$ cat src/rtl/flow_pkg.sv
package flow_pkg;

    localparam int INSTR_W = 16;
    localparam int OFS_W   = 6;

    localparam logic [2:0] PFX_BRANCH = 3'b110;
    localparam logic [2:0] PFX_JUMP   = 3'b111;

    typedef enum logic [1:0] {
        FLOW_SEQ    = 2'd0,
        FLOW_BRANCH = 2'd1,
        FLOW_JUMP   = 2'd2
    } flow_kind_e;

    typedef enum logic [2:0] {
        C_NEVER   = 3'b000,
        C_ALWAYS  = 3'b001,
        C_NEG     = 3'b010,
        C_ZERO    = 3'b011,
        C_NONNEG  = 3'b100,
        C_NONZERO = 3'b101,
        C_POS     = 3'b110,
        C_NONPOS  = 3'b111
    } cond_e;

endpackage

$ cat src/rtl/flow_decode.sv
module flow_decode
    import flow_pkg::*;
#(
    parameter int PC_W = 16
) (
    input  logic [INSTR_W-1:0] instr,
    output flow_kind_e         kind,
    output cond_e              cond,
    output logic [PC_W-1:0]    offset
);

    logic [2:0]       prefix;
    logic [OFS_W-1:0] raw_ofs;

    always_comb begin
        prefix  = instr[15:13];
        cond    = cond_e'(instr[11:9]);
        // upper half of the offset above the source field, lower half below
        raw_ofs = {instr[8:6], instr[2:0]};
        case (prefix)
            PFX_BRANCH: kind = FLOW_BRANCH;
            PFX_JUMP:   kind = FLOW_JUMP;
            default:    kind = FLOW_SEQ;
        endcase
    end

    generate
        if (PC_W > OFS_W) begin : g_extend
            assign offset = {{(PC_W-OFS_W){raw_ofs[OFS_W-1]}}, raw_ofs};
        end else begin : g_trunc
            assign offset = raw_ofs[PC_W-1:0];
        end
    endgenerate

endmodule

$ cat src/rtl/flow_cond.sv
module flow_cond
    import flow_pkg::*;
#(
    parameter int DATA_W = 16
) (
    input  logic [DATA_W-1:0] sa_val,
    input  cond_e             cond,
    output logic              holds
);

    logic is_neg;
    logic is_zero;

    always_comb begin
        is_neg  = sa_val[DATA_W-1];
        is_zero = (sa_val == '0);
        case (cond)
            C_NEVER:   holds = 1'b0;
            C_ALWAYS:  holds = 1'b1;
            C_NEG:     holds = is_neg;
            C_ZERO:    holds = is_zero;
            C_NONNEG:  holds = !is_neg;
            C_NONZERO: holds = !is_zero;
            C_POS:     holds = !is_neg && !is_zero;
            C_NONPOS:  holds = is_neg || is_zero;
            default:   holds = 1'b0;
        endcase
    end

endmodule

$ cat src/rtl/flow_pc.sv
module flow_pc
    import flow_pkg::*;
#(
    parameter int PC_W = 16
) (
    input  logic            clk,
    input  logic            rst,
    input  logic            step,
    input  flow_kind_e      kind,
    input  logic            cond_ok,
    input  logic [PC_W-1:0] offset,
    output logic [PC_W-1:0] pc
);

    localparam logic [PC_W-1:0] ONE = PC_W'(1);

    typedef struct packed {
        logic [PC_W-1:0] pc;
    } pc_state_t;

    pc_state_t st_d, st_q;
    logic      redirect;

    always_comb begin
        st_d     = st_q;
        redirect = (kind == FLOW_JUMP) || ((kind == FLOW_BRANCH) && cond_ok);
        if (rst) begin
            st_d.pc = '0;
        end else if (step) begin
            st_d.pc = redirect ? (st_q.pc + offset) : (st_q.pc + ONE);
        end
    end

    always_ff @(posedge clk) begin
        st_q <= st_d;
    end

    assign pc = st_q.pc;

    a_r1_reset_zero: assert property (@(posedge clk)
        rst |=> (pc == '0));

    a_r2_hold: assert property (@(posedge clk) disable iff (rst)
        !step |=> (pc == $past(pc)));

    a_r3_seq_inc: assert property (@(posedge clk) disable iff (rst)
        (step && kind == FLOW_SEQ) |=> (pc == $past(pc) + ONE));

    a_r5_jump_rel: assert property (@(posedge clk) disable iff (rst)
        (step && kind == FLOW_JUMP) |=> (pc == $past(pc) + $past(offset)));

    a_r7_not_taken: assert property (@(posedge clk) disable iff (rst)
        (step && kind == FLOW_BRANCH && !cond_ok) |=> (pc == $past(pc) + ONE));

    a_r7_taken: assert property (@(posedge clk) disable iff (rst)
        (step && kind == FLOW_BRANCH && cond_ok) |=> (pc == $past(pc) + $past(offset)));

endmodule

$ cat src/rtl/flow_ctrl_unit.sv
module flow_ctrl_unit
    import flow_pkg::*;
#(
    parameter int PC_W   = 16,
    parameter int DATA_W = 16
) (
    input  logic               clk,
    input  logic               rst,
    input  logic               step,
    input  logic [INSTR_W-1:0] instr,
    input  logic [DATA_W-1:0]  sa_val,
    output logic [PC_W-1:0]    pc
);

    flow_kind_e      kind;
    cond_e           cond;
    logic [PC_W-1:0] offset;
    logic            cond_ok;

    flow_decode #(.PC_W(PC_W)) u_decode (
        .instr  (instr),
        .kind   (kind),
        .cond   (cond),
        .offset (offset)
    );

    flow_cond #(.DATA_W(DATA_W)) u_cond (
        .sa_val (sa_val),
        .cond   (cond),
        .holds  (cond_ok)
    );

    flow_pc #(.PC_W(PC_W)) u_pc (
        .clk     (clk),
        .rst     (rst),
        .step    (step),
        .kind    (kind),
        .cond_ok (cond_ok),
        .offset  (offset),
        .pc      (pc)
    );

    // a stepped branch-if-zero on a zero register must redirect
    a_r6_zero_taken: assert property (@(posedge clk) disable iff (rst)
        (step && instr[15:13] == 3'b110 && instr[11:9] == 3'b011 && sa_val == '0)
        |=> (pc == $past(pc) + $past(offset)));

    // a negative register never satisfies the "positive" condition
    a_r9_neg_not_pos: assert property (@(posedge clk) disable iff (rst)
        (step && instr[15:13] == 3'b110 && instr[11:9] == 3'b110 && sa_val[DATA_W-1])
        |=> (pc == $past(pc) + PC_W'(1)));

endmodule

$ cat config.mk
export PLATFORM = sky130hd
export DESIGN_NAME = flow_ctrl_unit
export DESIGN_NICKNAME = d
export VERILOG_FILES = /design/src/rtl/flow_pkg.sv /design/src/rtl/flow_decode.sv /design/src/rtl/flow_cond.sv /design/src/rtl/flow_pc.sv /design/src/rtl/flow_ctrl_unit.sv
export SDC_FILE = /design/constraint.sdc
export NUM_CORES = 1
export LEC_CHECK = 0
export BUFFER_PORTS_ARGS = -buffer_cell sky130_fd_sc_hd__buf_2
export CORE_ASPECT_RATIO = 0.5
export CORE_MARGIN = 2
export CORE_UTILIZATION = 30
export DETAILED_ROUTE_END_ITERATION = 6
export GPL_TIMING_DRIVEN = 1
export PLACE_DENSITY_LB_ADDON = 0.25
export SKIP_CTS_REPAIR_TIMING = 1
export SLEW_MARGIN = 20
export SYNTH_ARGS = -nofsm -noshare
export SYNTH_HDL_FRONTEND = slang
export SYNTH_SLANG_ARGS = --single-unit
$ cat constraint.sdc
create_clock -name clk -period 4 [get_ports clk]
set_input_delay 0.6 -clock clk [delete_from_list [all_inputs] [get_ports clk]]
set_output_delay 0.6 -clock clk [all_outputs]
set_load 0.05 [all_outputs]
==> flow_metrics.py, run 1 <==
metrics = {
    "die": {
        "area_of_the_die_sq_mm": 0.00530,
        "top_level_ports": 51,
        "initial_core_util_pct": 31.6,
        "die_width_microns": 101,
        "core_area_sq_mm": 0.00447,
        "rows": 17,
        "die_height_microns": 52.5,
    },
    "yosys": {
        "synth_adder_area_share_pct": 14.7,
        "synth_mux_area_share_pct": 5.05,
        "synthTopCellsByCount": "sky130_fd_sc_hd__nand2_1, sky130_fd_sc_hd__dfxtp_1, sky130_fd_sc_hd__ha_1, sky130_fd_sc_hd__a21oi_1, sky130_fd_sc_hd__nor2_1",
        "synthCells": 176,
        "synthTopCellsByArea": "sky130_fd_sc_hd__dfxtp_1, sky130_fd_sc_hd__ha_1, sky130_fd_sc_hd__a21oi_1",
        "post_synth_xor_area_fraction_pct": 4.34,
        "syn-cell-area_sq_mm": 0.00141,
        "dominantRegCellSynth": "sky130_fd_sc_hd__dfxtp_1",
        "yosys_warnings": 0,
        "synth_most_common_cell": "sky130_fd_sc_hd__nand2_1",
        "yosys.cell_types.count": 46,
        "yosys_register_bits": 16,
        "synth-compound-area-share_pct": 25.0,
        "synth_largest_type_area_fraction_pct": 22.7,
        "syn_avg_cell_area_sq_um": 8.02,
        "synthSimpleGateAreaFrac_pct": 24.7,
        "async_reset_ff_share_pct": 0,
        "yosysTopAreaCell": "sky130_fd_sc_hd__dfxtp_1",
        "combinational_family_with_the_most_area_after_synthesis": "compound AO/OA/AOI/OAI gates",
        "synth_enable_flop_cells": 0,
        "synth_fp_nets": 227,
        "synth_seq_area_share_pct": 22.7,
    },
    "setup_path": {
        "timing.setup.critical_path_class": "primary input to flop",
        "reg2regPathDepth": 8,
        "timing.critical_path.buf_inv": 2,
        "critical_path.cell_chain": "buf_2, nor4_1, nand4_1, mux2i_1, o211a_1, nand2_1, inv_1, ha_1, a211oi_1, o21ai_1, o21a_1, nor4_1, o21bai_1, a21oi_2, mux2_1",
        "reg2reg_setup_slack_ps": 1560,
        "path_max_fanout": 5,
        "timing.critical_path.depth": 15,
        "worst_setup_path_start_kind": "primary input",
        "slowest_stage": "sky130_fd_sc_hd__nor4_1",
        "maximum_single_stage_delay_on_the_critical_path_ps": 410,
        "critPathTopFamily": "compound AO/OA/AOI/OAI gates",
        "critical_path.most_common_cell": "sky130_fd_sc_hd__nor4_1",
        "timing.critical_path.arrival_ps": 3790,
        "cp_data_required_time_ps": 4140,
        "end_kind": "flop",
    },
    "detailed_routing": {
        "initialDrtViolationCount": 29,
        "wl_microns": 3470,
        "drtAntennaViolNets": 0,
        "drc_errors": 0,
        "avgRoutedWirePerCell_microns": 12.5,
        "num_vias": 1475,
        "route.detailed.vias_per_inst": 5.29,
        "drt-pass1-iter-count": 4,
    },
    "cts": {
        "tritoncts_clock_tree": "yes",
        "clock_pin_slew_on_the_worst_setup_and_hold_paths_ps": 70,
        "cts.htree.levels": 1,
        "cts_root_buffer": "sky130_fd_sc_hd__clkbuf_8",
        "max-clock-path-buffers": 2,
        "cts_made_buffers": 3,
        "clock_network_latency_to_the_later_pin_of_the_worst_skew_pair_ps": 250,
        "cts_sinks": 16,
    },
    "outcome": {
        "outcome": "complete, no violations",
    },
    "sta": {
        "max_freq_mhz": 274,
        "count_of_final_max_slew_check_failures": 0,
        "total_count_of_hold_check_failures_in_the_final_report": 0,
        "finalSetupTns_ps": 0,
        "rsz0062_at_grt": "false",
        "setup-violations-final": 0,
        "final.setup_skew_ps": 4.51,
        "max-slew-margin-rel_pct": 70.6,
        "layout_worst_path_cycle_share_pct": 91.1,
        "finalWorstPathRequiredPeriod_ps": 3640,
        "worst_pin_slew_ps": 430,
    },
    "run": {
        "max_cap_violations": 0,
    },
    "worst_hold_path": {
        "hold_depth": 2,
        "min-delay-path-class": "flop to flop",
    },
    "global_routing": {
        "total_global_routing_overflow": 0,
        "globalRouteTotalUtil_pct": 14.1,
        "via_count_of_the_first_global_routing_pass": 1370,
        "antenna_violations_before_repair": 0,
        "grt_max_degree": 27,
        "first_pass_grt_wire_length_microns": 5910,
    },
    "power": {
        "power-per-cell-area_mw_per_mm2": 254,
        "cellLeakagePower_uw": 0.000887,
        "power.ir.vdd_worst_mv": 0.109,
    },
    "placement": {
        "place.detailed.hpwl_microns": 2650,
        "placed_cell_area_sq_mm": 0.00169,
        "portBuffers": 46,
        "gp_congestion": 0.846,
    },
    "final_layout": {
        "drive_above_1_share_pct": 24.3,
        "final_cell_area_sq_mm": 0.00175,
        "final_util_pct": 39.2,
        "synthToLayoutAreaGrowth_pct": 23.9,
        "antenna_cells_inserted": 0,
        "finalNetCount": 274,
        "max_reg_flops": 16,
    },
}
-- cell usage in the layout, fill, tap and decap left out, types with 3 or more instances in the layout --
cell type / Yosys / layout
sky130_fd_sc_hd__o21a_1: 3 / 3
sky130_fd_sc_hd__dfxtp_1: 16 / 16
sky130_fd_sc_hd__nor4_1: 6 / 6
sky130_fd_sc_hd__nor2_1: 11 / 11
sky130_fd_sc_hd__o22ai_1: 3 / 3
sky130_fd_sc_hd__nand2b_1: 3 / 3
sky130_fd_sc_hd__buf_2: 0 / 46
sky130_fd_sc_hd__a21oi_1: 14 / 14
sky130_fd_sc_hd__and2_1: 3 / 3
sky130_fd_sc_hd__xnor2_1: 3 / 3
sky130_fd_sc_hd__nor3b_1: 3 / 3
sky130_fd_sc_hd__xor2_1: 4 / 4
sky130_fd_sc_hd__nand2_1: 17 / 17
sky130_fd_sc_hd__clkbuf_8: 0 / 4
sky130_fd_sc_hd__a21o_1: 7 / 7
sky130_fd_sc_hd__mux2i_1: 6 / 6
sky130_fd_sc_hd__ha_1: 15 / 15
sky130_fd_sc_hd__o21ai_0: 5 / 5
sky130_fd_sc_hd__nor2b_1: 3 / 3
sky130_fd_sc_hd__a31oi_1: 3 / 3
sky130_fd_sc_hd__nor3_1: 7 / 7
sky130_fd_sc_hd__inv_1: 8 / 8
-- worst reg2reg max path, cell delays in order (launching register included) --
cell	delay, ps
sky130_fd_sc_hd__dfxtp_1	340
sky130_fd_sc_hd__ha_1	310
sky130_fd_sc_hd__a211oi_1	270
sky130_fd_sc_hd__o21ai_1	170
sky130_fd_sc_hd__o21a_1	210
sky130_fd_sc_hd__nor4_1	410
sky130_fd_sc_hd__o21bai_1	150
sky130_fd_sc_hd__a21oi_2	140
sky130_fd_sc_hd__mux2_1	320
-- area by class of cell --
type | instances | area [sq um]
fill | 469 | 2720
multi-input combinational | 148 | 1040
sequential | 16 | 320
timing repair buffer | 46 | 230
tap | 57 | 71.3
clock buffer | 4 | 55.1
inverter | 8 | 30.0
-- path summary, 6_finish.rpt --
kind,from,endpoint
worst max register to register,u_pc.pc[1]$_SDFFE_PP0P_,u_pc.pc[15]$_SDFFE_PP0P_
worst min-delay path,u_pc.pc[4]$_SDFFE_PP0P_,u_pc.pc[4]$_SDFFE_PP0P_
worst min register to register,u_pc.pc[4]$_SDFFE_PP0P_,u_pc.pc[4]$_SDFFE_PP0P_
worst max-delay path,sa_val[1],u_pc.pc[15]$_SDFFE_PP0P_
-- layer usage --
layer | track usage [%] | vias to the layer above | share of wire (%)
met5 | 0 | - | 0
met4 | 3.38 | 0 | 1.0
met3 | 2.40 | 4 | 4.2
met2 | 25.0 | 36 | 45
met1 | 18.1 | 686 | 50
li1 | - | 749 | -
-- cells by family after synthesis --
| kind of cell | after synthesis |
|---|---|
| buffers and inverters | 12 |
| and+or+nand+nor | 66 |
| muxes | 7 |
| xor gates and xnor gates | 7 |
| DFF | 16 |
| adders and majority gates | 16 |
| AOI/OAI and AO/OA | 52 |
-- through the flow --
step	hold WS, ps	setup slack [ps]	instances	power, uW
finish	491	355	279	445
global route	536	0.395	279	474
CTS	496	313	279	453
detailed placement	486	61.5	275	301
global placement	476	89.3	275	298
floorplan	694	657	176	263
-- report_power, final --
| part | internal [uW] | total [uW] | switching, uW |
|---|---|---|---|
| sequential | 167 | 173 | 6.00 |
| clock | 87.4 | 148 | 60.6 |
| combinational | 45.5 | 124 | 78.3 |
| total | 300 | 445 | 145 |
Power figures use the tool's default switching activity.
==> inputs of run 2 (changes only) <==
CORE_MARGIN = 5   (was 2)
SKIP_LAST_GASP = 1   (was default)
==> run 2 against run 1 <==
  * Sequential share of layout area rose by 0.15 points
  * Non-clock buffer count did not move
  * Power fell by 4.6%
==> flow_metrics.py, run 2 (same netlist as run 1, synthesis figures left out) <==
metrics = {
    "sta": {
        "max-slew-margin-rel_pct": 67.5,
        "final.setup_skew_ps": 5.23,
        "rsz0062_at_grt": "false",
        "count_of_final_max_slew_check_failures": 0,
        "worst_pin_slew_ps": 487,
        "layout_worst_path_cycle_share_pct": 90.0,
        "finalWorstPathRequiredPeriod_ps": 3600,
        "setup-violations-final": 0,
        "finalSetupTns_ps": 0,
        "total_count_of_hold_check_failures_in_the_final_report": 0,
        "max_freq_mhz": 278,
    },
    "setup_path": {
        "timing.setup.critical_path_class": "primary input to flop",
        "path_max_fanout": 5,
        "critical_path.cell_chain": "buf_2, nor4_1, nand4_1, mux2i_1, o211a_1, nand2_1, inv_1, ha_1, a211oi_1, o21ai_1, o21a_1, nor4_1, o21bai_1, a21oi_2, mux2_1",
        "worst_setup_path_start_kind": "primary input",
        "slowest_stage": "sky130_fd_sc_hd__nor4_1",
        "maximum_single_stage_delay_on_the_critical_path_ps": 410,
        "timing.critical_path.arrival_ps": 3740,
        "end_kind": "flop",
        "cp_data_required_time_ps": 4140,
        "critical_path.most_common_cell": "sky130_fd_sc_hd__nor4_1",
    },
    "power": {
        "total_switching_power_uw": 145,
        "power.internal_uw": 280,
        "power.ir.vdd_worst_mv": 0.0821,
        "cellLeakagePower_uw": 0.000880,
        "power-per-cell-area_mw_per_mm2": 245,
        "power_frac_seq_pct": 40.9,
        "clock_power_share_pct": 29.9,
        "post-layout-total-power_uw": 424,
        "logic_gate_share_of_total_power_pct": 29.3,
        "sw_frac_of_total_pct": 34.1,
    },
    "worst_hold_path": {
        "min-delay-path-class": "flop to flop",
    },
    "final_layout": {
        "finalNonFillerCells": 278,
        "drive_above_1_share_pct": 24.0,
        "seqCellArea_sq_um": 320,
        "top_library_cells_by_usage_in_the_layout_fill_and_taps_aside": "sky130_fd_sc_hd__buf_2, sky130_fd_sc_hd__nand2_1, sky130_fd_sc_hd__dfxtp_1",
        "multi_input_comb_area_sq_mm": 0.00104,
        "layout_commonest_cell": "sky130_fd_sc_hd__buf_2",
        "fill_cells": 476,
        "antenna_cells_inserted": 0,
        "synthToLayoutAreaGrowth_pct": 23.0,
        "max_reg_flops": 16,
        "finalNetCount": 274,
    },
    "cts": {
        "cts_made_buffers": 3,
        "clock_pin_slew_on_the_worst_setup_and_hold_paths_ps": 70,
        "clock_network_latency_to_the_later_pin_of_the_worst_skew_pair_ps": 250,
        "cts.htree.levels": 1,
        "cts_root_buffer": "sky130_fd_sc_hd__clkbuf_8",
        "cts_sinks": 16,
        "tritoncts_clock_tree": "yes",
        "max-clock-path-buffers": 2,
    },
    "detailed_routing": {
        "avgRoutedWirePerCell_microns": 13.0,
        "drt-pass1-iter-count": 4,
        "drtAntennaViolNets": 0,
        "num_vias": 1461,
        "wl_microns": 3620,
        "drc_errors": 0,
        "initialDrtViolationCount": 35,
        "route.detailed.vias_per_inst": 5.26,
    },
    "die": {
        "rows": 17,
        "top_level_ports": 51,
        "die_width_microns": 107,
        "initial_core_util_pct": 31.6,
        "area_of_the_die_sq_mm": 0.00626,
        "die_height_microns": 58.5,
        "core_area_sq_mm": 0.00447,
    },
    "global_routing": {
        "via_count_of_the_first_global_routing_pass": 1432,
        "antenna_violations_before_repair": 0,
        "total_global_routing_overflow": 0,
        "first_pass_grt_wire_length_microns": 6220,
        "grt_max_degree": 27,
        "globalRouteTotalUtil_pct": 11.9,
    },
    "placement": {
        "gp_congestion": 0.842,
        "place.detailed.instances": 275,
        "portBuffers": 46,
        "place.detailed.hpwl_microns": 2790,
    },
    "run": {
        "max_cap_violations": 0,
    },
    "outcome": {
        "outcome": "complete, no violations",
    },
}
==> run 2: cell count changes in the layout (fill, tap and decap cells not counted) <==
cell and delta:
sky130_fd_sc_hd__clkbuf_8 -1
==> run 2: layout make-up <==
class | instances | area share (%)
timing repair buffer | 46 | 13.3
multi-input combinational | 148 | 60.1
tap | 57 | 4.11
sequential | 16 | 18.5
inverter | 8 | 1.73
clock buffer | 3 | 2.38
==> run 2: worst paths after layout <==
check,to,cells past startpoint,slack [ps],from
worst max-delay path,u_pc.pc[15]$_SDFFE_PP0P_,15,400,sa_val[10]
worst max register to register,u_pc.pc[15]$_SDFFE_PP0P_,8,1570,u_pc.pc[1]$_SDFFE_PP0P_
worst min register to register,u_pc.pc[4]$_SDFFE_PP0P_,2,490,u_pc.pc[4]$_SDFFE_PP0P_
worst min-delay path,u_pc.pc[4]$_SDFFE_PP0P_,2,490,u_pc.pc[4]$_SDFFE_PP0P_
==> run 2: worst max-delay path: cells and delay by family <==
family,cells,cell delay [ps]
AO/OA/AOI/OAI,6,1200
adder cells (fa/ha/maj),1,230
buffers and inverters,2,160
multiplexers,2,570
AND/OR/NAND/NOR,4,960
==> run 2: stage by stage <==
step	hold WS, ps	setup slack (ps)	instance area (sq um)	utilization (%)
5_1_grt	519	104	1740	38.9
4_1_cts	490	369	1740	38.9
3_5_place_dp	481	117	1690	37.9
3_3_place_gp	476	118	1690	37.9
2_1_floorplan	694	657	1410	-
6_report	486	402	1740	38.9
==> run 2: layer usage <==
metal	vias to the layer above	routed length [microns]	track usage, %
met3	2	228	3.72
met2	33	1570	20.6
met1	675	1800	15.0
met5	-	0	0
li1	751	-	-
met4	0	22	2.19
==> run 2: power groups by stage <==
| stage | logic [uW] | registers, uW | clock network (uW) |
|---|---|---|---|
| floorplan | 59.7 | 204 | 0 |
| global placement | 122 | 177 | 0 |
| detailed placement | 124 | 177 | 0 |
| CTS | 125 | 173 | 132 |
| global route | 138 | 175 | 141 |
| finish | 124 | 173 | 127 |
